### config.mk
export PLATFORM = sky130hd
export DESIGN_NAME = tourney_bp
export DESIGN_NICKNAME = d
export VERILOG_FILES = /design/src/rtl/tbp_pkg.sv /design/src/rtl/tbp_ctr_table.sv /design/src/rtl/tbp_ghist.sv /design/src/rtl/tourney_bp.sv
export SDC_FILE = /design/constraint.sdc
export NUM_CORES = 1
export LEC_CHECK = 0
export ABC_AREA = 1
export BUFFER_PORTS_ARGS = -buffer_cell sky130_fd_sc_hd__buf_2
export CAP_MARGIN = 20
export CORE_ASPECT_RATIO = 1.75
export CORE_MARGIN = 3
export CORE_UTILIZATION = 60
export CTS_CLUSTER_DIAMETER = 100
export DETAILED_ROUTE_END_ITERATION = 6
export PLACE_DENSITY = 0.8
export SYNTH_ARGS = -nofsm -noshare
export SYNTH_HDL_FRONTEND = slang
export SYNTH_SLANG_ARGS = --single-unit
### constraint.sdc
create_clock -name clk -period 2.2 [get_ports clk]
set_clock_uncertainty 0.1 [all_clocks]
set_input_delay 0 -clock clk [delete_from_list [all_inputs] [get_ports clk]]
set_output_delay 0 -clock clk [all_outputs]
set_load 0.03 [all_outputs]
### src/rtl/tbp_pkg.sv
package tbp_pkg;

    // 2-bit saturating counter states
    typedef enum logic [1:0] {
        CTR_SNT = 2'b00,
        CTR_WNT = 2'b01,
        CTR_WT  = 2'b10,
        CTR_ST  = 2'b11
    } ctr_t;

    function automatic ctr_t ctr_step(input ctr_t cur, input logic up);
        ctr_t nxt;
        unique case (cur)
            CTR_SNT: nxt = up ? CTR_WNT : CTR_SNT;
            CTR_WNT: nxt = up ? CTR_WT  : CTR_SNT;
            CTR_WT:  nxt = up ? CTR_ST  : CTR_WNT;
            CTR_ST:  nxt = up ? CTR_ST  : CTR_WT;
            default: nxt = CTR_WNT;
        endcase
        return nxt;
    endfunction

endpackage

### src/rtl/tbp_ctr_table.sv
module tbp_ctr_table
    import tbp_pkg::*;
#(
    parameter int   IDX_W   = 6,
    parameter ctr_t RST_VAL = CTR_WNT
) (
    input  logic             clk,
    input  logic             rst_n,
    input  logic [IDX_W-1:0] rd_idx,
    output ctr_t             rd_val,
    input  logic             wr_en,
    input  logic [IDX_W-1:0] wr_idx,
    input  logic             wr_up
);
    localparam int DEPTH = 1 << IDX_W;

    logic [DEPTH-1:0][1:0] cnt_q;
    ctr_t                  wr_cur;
    ctr_t                  wr_nxt;

    // next-state selection for the addressed entry
    always_comb begin
        wr_cur = ctr_t'(cnt_q[wr_idx]);
        wr_nxt = ctr_step(wr_cur, wr_up);
    end

    // state register
    always_ff @(posedge clk) begin
        if (!rst_n) begin
            for (int i = 0; i < DEPTH; i++) cnt_q[i] <= RST_VAL;
        end else if (wr_en) begin
            cnt_q[wr_idx] <= wr_nxt;
        end
    end

    // output
    always_comb rd_val = ctr_t'(cnt_q[rd_idx]);


    ctr_sat_hi_chk: assert property (@(posedge clk) disable iff (!rst_n)
        (wr_en && wr_up && cnt_q[wr_idx] == 2'b11) |=> cnt_q[$past(wr_idx)] == 2'b11);

    ctr_sat_lo_chk: assert property (@(posedge clk) disable iff (!rst_n)
        (wr_en && !wr_up && cnt_q[wr_idx] == 2'b00) |=> cnt_q[$past(wr_idx)] == 2'b00);

    ctr_inc_chk: assert property (@(posedge clk) disable iff (!rst_n)
        (wr_en && wr_up && cnt_q[wr_idx] != 2'b11)
        |=> cnt_q[$past(wr_idx)] == $past(cnt_q[wr_idx]) + 2'd1);

    ctr_hold_chk: assert property (@(posedge clk) disable iff (!rst_n)
        !wr_en |=> $stable(cnt_q));

endmodule

### src/rtl/tbp_ghist.sv
module tbp_ghist #(
    parameter int GH_W = 6
) (
    input  logic            clk,
    input  logic            rst_n,
    input  logic            shift_en,
    input  logic            bit_in,
    output logic [GH_W-1:0] hist
);
    logic [GH_W-1:0] hist_q;

    always_ff @(posedge clk) begin
        if (!rst_n)        hist_q <= '0;
        else if (shift_en) hist_q <= {hist_q[GH_W-2:0], bit_in};
    end

    always_comb hist = hist_q;


    hist_shift_chk: assert property (@(posedge clk) disable iff (!rst_n)
        shift_en |=> (hist[0] == $past(bit_in)) && (hist[GH_W-1:1] == $past(hist[GH_W-2:0])));

    hist_hold_chk: assert property (@(posedge clk) disable iff (!rst_n)
        !shift_en |=> $stable(hist));

endmodule

### src/rtl/tourney_bp.sv
module tourney_bp
    import tbp_pkg::*;
#(
    parameter int PC_W       = 32,
    parameter int BIM_IDX_W  = 6,
    parameter int GH_W       = 6,
    parameter int META_IDX_W = 5
) (
    input  logic            clk,
    input  logic            rst_n,
    input  logic [PC_W-1:0] lk_pc,
    output logic            lk_taken,
    output logic            lk_bim_taken,
    output logic            lk_glb_taken,
    output logic            lk_use_glb,
    output logic [GH_W-1:0] lk_hist,
    input  logic            up_valid,
    input  logic [PC_W-1:0] up_pc,
    input  logic            up_taken,
    input  logic            up_bim_taken,
    input  logic            up_glb_taken,
    input  logic [GH_W-1:0] up_hist
);
    localparam int INSTR_LSB = 2;

    ctr_t            bim_rd;
    ctr_t            glb_rd;
    ctr_t            meta_rd;
    logic [GH_W-1:0] ghist;
    logic            meta_wr;
    logic            meta_up;

    // chooser trains only on disagreement, toward the correct side
    always_comb begin
        meta_wr = up_valid && (up_bim_taken != up_glb_taken);
        meta_up = (up_glb_taken == up_taken);
    end

    // address-indexed component
    tbp_ctr_table #(.IDX_W(BIM_IDX_W), .RST_VAL(CTR_WNT)) u_bim (
        .clk    (clk),
        .rst_n  (rst_n),
        .rd_idx (lk_pc[INSTR_LSB +: BIM_IDX_W]),
        .rd_val (bim_rd),
        .wr_en  (up_valid),
        .wr_idx (up_pc[INSTR_LSB +: BIM_IDX_W]),
        .wr_up  (up_taken)
    );

    // history-indexed component
    tbp_ctr_table #(.IDX_W(GH_W), .RST_VAL(CTR_WNT)) u_glb (
        .clk    (clk),
        .rst_n  (rst_n),
        .rd_idx (ghist),
        .rd_val (glb_rd),
        .wr_en  (up_valid),
        .wr_idx (up_hist),
        .wr_up  (up_taken)
    );

    // chooser
    tbp_ctr_table #(.IDX_W(META_IDX_W), .RST_VAL(CTR_WNT)) u_meta (
        .clk    (clk),
        .rst_n  (rst_n),
        .rd_idx (lk_pc[INSTR_LSB +: META_IDX_W]),
        .rd_val (meta_rd),
        .wr_en  (meta_wr),
        .wr_idx (up_pc[INSTR_LSB +: META_IDX_W]),
        .wr_up  (meta_up)
    );

    tbp_ghist #(.GH_W(GH_W)) u_hist (
        .clk      (clk),
        .rst_n    (rst_n),
        .shift_en (up_valid),
        .bit_in   (up_taken),
        .hist     (ghist)
    );

    // outputs
    always_comb begin
        lk_bim_taken = bim_rd[1];
        lk_glb_taken = glb_rd[1];
        lk_use_glb   = meta_rd[1];
        lk_taken     = lk_use_glb ? lk_glb_taken : lk_bim_taken;
        lk_hist      = ghist;
    end

    logic unused_bits;
    assign unused_bits = ^{lk_pc, up_pc, bim_rd[0], glb_rd[0], meta_rd[0]};


    agree_out_chk: assert property (@(posedge clk) disable iff (!rst_n)
        (lk_bim_taken == lk_glb_taken) |-> (lk_taken == lk_bim_taken));

    hist_in_chk: assert property (@(posedge clk) disable iff (!rst_n)
        up_valid |=> lk_hist[0] == $past(up_taken));

endmodule

After elaboration in Yosys (flattened, before gate mapping)
Cells that the tools add are included.

Register bits after elaboration: 326. Input bits: 76. Output and inout port bits: 10. Word-level logic and storage cells: 221.

Magnitude comparators: 9. Equal/unequal tests: 11. Muxes and demuxes: 33. Reduce and logical (&&, ||, !) cells: 7.

Operators by type and width (number): bitwise mux 128 bit (2); bitwise mux 64 bit (1); binary-select mux 2 bit (select 6 bit) (4); less-than comparator 6 x 7 -> 1 bit, second input constant (4); 2-to-1 mux 2 bit (13); demux 2 bit (select 6 bit) (2); case mux 2 bit (4 select lines) (3); binary-select mux 2 bit (select 5 bit) (2); equality test 2 bit, second input constant (6); >= comparator 6 x 1 -> 1 bit, second input constant (2); less-than comparator 5 x 6 -> 1 bit, second input constant (2); demux 2 bit (select 5 bit) (1); equality test 2 x 1 -> 1 bit, second input constant (3); zero test 2 bit (3); >= comparator 5 x 1 -> 1 bit, second input constant (1); 2-to-1 mux 1 bit (5); logical AND 1 bit (4); equality test 1 bit (1); != test 1 bit (1).

Logic depth before layout (Yosys ltp)
Depth after elaboration: 5. Depth in mapped cells: 18. Mapped depth without buffers: 16.

Hierarchy
From an unflattened synthesis, not the netlist that was laid out.

Cells, all modules: 3291. Area total of the unflattened synthesis: 19610.1 um2.

Modules (own cells, without submodules): tbp_ctr_table at u_glb (times used 1, cells an instance 1295, area an instance 7669.9 um2, sequential area each 2562.5 um2); tbp_ctr_table at u_bim (times used 1, cells an instance 1296, area an instance 7656.1 um2, sequential area each 2562.5 um2); tbp_ctr_table at u_meta (times used 1, cells an instance 655, area an instance 3991.3 um2, sequential area each 1281.2 um2); tbp_ghist (times used 1, cells an instance 37, area an instance 256.5 um2, sequential area each 120.1 um2); tourney_bp (times used 1, cells an instance 8, area an instance 36.3 um2, sequential area each 0.0 um2).

Least setup slack after synthesis
No wires, ideal clock.

Kind: register -> output. From: register u_hist.hist_q[0] (netlist: u_hist.hist[0]). To: output lk_taken. Data arrival time: 2.199 ns. Path slack: -0.099 ns. Cell stages (with the launch flop): 11. Path buffers: 2. Cell sequence: dfxtp_1 > clkbuf_1 > clkbuf_1 > a21oi_1 > o21ai_0 > nand3_1 > a21oi_1 > o211ai_1 > nand2_1 > nand2_1 > nand2_1.

Cells in the longest elaborated chain, start to end: 3.

Ends and longest elaborated chain: start, declared (line tbp_ghist.sv:10) `logic [GH_W-1:0] hist_q;`; start signal, assigned (line tbp_ghist.sv:14) `else if (shift_en) hist_q <= {hist_q[GH_W-2:0], bit_in};`; binary-select mux 2 bit (select 6 bit) (line tbp_ctr_table.sv:37) `always_comb rd_val = ctr_t'(cnt_q[rd_idx]);`; 2-to-1 mux 2 bit (implied by the code) (line tbp_ctr_table.sv:37); net lk_glb_taken (line tourney_bp.sv:14) `output logic lk_glb_taken,`; 2-to-1 mux 1 bit (line tourney_bp.sv:85) `lk_taken = lk_use_glb ? lk_glb_taken : lk_bim_taken;`; end, declared (line tourney_bp.sv:12) `output logic lk_taken,`.

The timed path passes the listed nets, and every way through them passes these cells. The select of a mux whose other input is x is not followed.

Final worst setup path
From: register u_hist.hist_q[0] (netlist: u_hist.hist[0]). To: output lk_taken.

Cells in the longest elaborated chain, start to end: 3.

Ends and longest elaborated chain (line): binary-select mux 2 bit (select 6 bit) (tbp_ctr_table.sv:37); 2-to-1 mux 2 bit (implied by the code) (tbp_ctr_table.sv:37); 2-to-1 mux 1 bit (tourney_bp.sv:85).

Every way passes these cells. The select of a mux whose other input is x is not followed.

==> metrics.yaml <==
status:
  outcome: "finished with violations"
  violations: "DRC, setup timing"
sta:
  fin_ws_ps: -244
  fmax_mhz: 409
  worstMarginPinSlew_ps: 735
  whs_ps: 46.0
  finalCritPeriodShare_pct: 111
  slew-limit-headroom_pct: 51.0
  hold_violations: 0
  rsz0062_at_grt: "yes"
  finalSetupViolCount: 2
  slew_violations: 0
  fin_crit_ps: 2440
worst_setup_path:
  worstSetupPathType: "reg -> out"
  cp.required_ps: 2100
  slowest_delay_ps: 500
  crit_slowest_cell: "dfxtp_4"
  cp_num_buf_inv: 2
  critPathLaunch: "u_hist.hist[0]$_SDFFE_PN0P_"
  r2r_slack_ps: 130
  critPathLaunchType: "register"
  r2r-start: "u_meta.cnt_q[40]$_SDFFE_PN1P_"
  cp-end-kind: "primary output"
  cp_top_family: "simple AND/OR/NAND/NOR gates"
  reg2regPathDepth: 11
  r2r_end: "u_meta.cnt_q[49]$_SDFFE_PN0P_"
  path_cells: "buf_12, nand2_1, o211ai_1, nand3_1, nand2_1, nand2_1, nand3_2, nand3b_1, nand2_2, nand2_2, nand2_2, buf_6"
  worstPathMaxFanout: 13
  arrival_ps: 2340
clock_tree:
  cts_setup_buffers: 0
  cts_tree: "built"
  cts.reportedPaths.clkPinSlew_ps: 70
  clock_sinks: 326
  numCtsBuffers: 31
  worstSkewPairLatency_ps: 580
  cts_max_level: 1
  cts_buffer_depth: 3
  clock-root-buffer: "clkbuf_16"
power:
  vdd_drop_max_mv: 0.711
  sequentialPowerShare_pct: 43.3
  internal_power_mw: 10.0
  p_switching_mw: 3.84
  power_switching_share_pct: 27.8
  power_frac_clock_pct: 42.6
  p_leak_nw: 8.73
  pwr_density_cell_nw_per_um2: 677
  p_total_mw: 13.8
  p_comb_share_pct: 14.2
global_route:
  grt_max_degree: 71
  antenna_found_initial: 1
  grt_overflow: 0
  grtUsageTotal_pct: 36.8
  grt_pass1_vias: 19364
  grt_first_pass_wirelength_mm: 95.7
placed_design:
  pre_cts_slack_ps: -124
  place_hpwl_mm: 40.5
  numPortBuffers: 33
  gp_congestion: 1.00
logic_synthesis:
  synthMuxAreaShare_pct: 0
  ys_top_cells_by_area: "dfxtp_1, nand2_1, a21oi_1"
  synth_compound_area_share_pct: 16.7
  synth_nets: 3094
  yosysMostFrequentCell: "nand2_1"
  syn_inst: 3018
  synth_fa_ha_area_share_pct: 0
  syn_avg_cell_area_um2: 6.03
  synthSimpleGateAreaFrac_pct: 34.5
  synth_xor_area_share_pct: 0.0481
  yosys-top-cells-count: "nand2_1, inv_1, nor2_1"
  ys_seq_elements: 326
  netlist_area_um2: 18200
  synth_top_area_cell: "dfxtp_1"
  synth_top_family_by_area: "simple AND/OR/NAND/NOR gates"
  synth_top_area_share_pct: 35.9
  yosys.cell_types.count: 31
  synth-main-ff-cell: "dfxtp_1"
  ys_seq_area_share_pct: 35.9
  synth_warnings: 0
  synthArstFlopShare_pct: 0
  synth_edf_count: 0
die:
  fp-row-count: 83
  coreArea_um2: 29600
  io_pins: 86
  die_h_um: 236
  initial_utilization_pct: 61.5
  die_w_um: 138
  die_area_um2: 32500
route:
  drtIter0Drc: 1851
  vias: 20032
  drtPass1Iterations: 7
  post-route-drc-count: 2
  wl_mm: 61.6
  antenna_left: 0
  via_per_inst: 5.85
  wl_per_cell_um: 18.0
min_path:
  hold_path_depth: 6
  min-delay-start: "up_hist[3]"
  hp-class: "in -> reg"
  holdPathEnd: "u_glb.cnt_q[8]$_SDFFE_PN1P_"
final_layout:
  postLayoutCoreUtil_pct: 69.1
  syn2layout_area_growth_pct: 12.3
  drive_gt1_share_pct: 7.26
  diodes: 0
  layout.nets: 3095
job:
  maxCapViolCount: 0
==> flip-flops by register name, indices dropped and copies added, names as in the netlist <==
name          count
u_glb.cnt_q     128
u_hist.hist       6
u_bim.cnt_q     128
u_meta.cnt_q     64
==> stage by stage <==
stage | instance area, um^2 | TNS [ps] | instances
floorplan | 18200 | 0 | 3018
global placement | 19100 | -346 | 3361
detailed placement | 19100 | -10060 | 3361
CTS | 20300 | -334 | 3421
global route | 20400 | -684 | 3424
finish | 20400 | -459 | 3424
==> cell type report <==
class                      count  area [um^2]
inverter                     388         1470
clock buffer                  41          903
sequential                   326         6530
clock inverter                15          214
timing repair buffer         127         1440
fill                        2587         9160
tap                          382          478
multi-input combinational   2145         9400
==> how the worst max path moves through the flow <==
stage	depth (start not counted)	endpoint	slack, ps
after global routing	12	lk_taken	-360
after floorplan	12	lk_taken	30
after CTS	12	lk_taken	-150
final	12	lk_taken	-240
after detailed placement	16	u_bim.cnt_q[103]$_SDFFE_PN0P_	-120
after global placement	16	u_bim.cnt_q[105]$_SDFFE_PN0P_	-20
==> power by group through the flow <==
| stage | Combinational [mW] | Sequential [mW] | Clock [mW] |
|---|---|---|---|
| 2_1_floorplan | 1.14 | 6.12 | 0 |
| 3_3_place_gp | 1.81 | 6.12 | 0 |
| 4_1_cts | 1.86 | 5.99 | 5.93 |
| 5_1_grt | 2.06 | 5.99 | 6.16 |
| 3_5_place_dp | 1.83 | 6.12 | 0 |
| 6_report | 1.96 | 5.99 | 5.89 |
==> layout by cell type, fill, tap and decap left out, types with 10 or more instances in the layout <==
master       n
o21ai_1     26
nand3_1    241
nor2_1     357
inv_1      381
dfxtp_1    324
buf_2       30
a21oi_1    315
clkbuf_16   34
nand2_1    912
nand2_2     17
buf_12      38
buf_4       49
o21ai_0    181
nor3_1      10
o211ai_1    18
o22ai_1     27
==> cell families (layout without fill, tap and decap cells) <==
group / after synthesis / count (layout)
AND/OR/NAND/NOR: 1560 / 1560
flip-flops: 326 / 326
buffers and inverters: 547 / 571
AO/OA/AOI/OAI: 584 / 584
XOR/XNOR: 1 / 1
==> worst reg2reg max path: stages (launching register included) <==
cell and delay (ps):
dfxtp_1 320, a22o_1 240, o21ai_0 170, buf_4 170, nand2_1 50, nor2_1 230, nand2_1 120, nand2_2 160
buf_12 170, nand3_1 90, nand2_1 100, inv_1 50
==> metal layers <==
layer / share of wire (%) / track usage (%) / vias to the layer above
met5: 0 / 0 / -
met4: 11 / 32.3 / 0
met3: 8.6 / 7.11 / 409
met2: 48 / 62.6 / 1099
met1: 33 / 37.3 / 9008
li1: - / - / 9516
==> timing repair <==
| item | 4_1_cts | 5_1_grt |
|---|---|---|
| pin swaps | 5 | 10 |
| endpoints found under the setup margin | 3 | 146 |
| gates cloned | 1 | 3 |
| gates resized for setup | 16 | 25 |
| endpoints found under the hold margin | 50 | 0 |
| hold buffers | 3 | 0 |
Note: power is estimated with default switching activity, not from simulation.
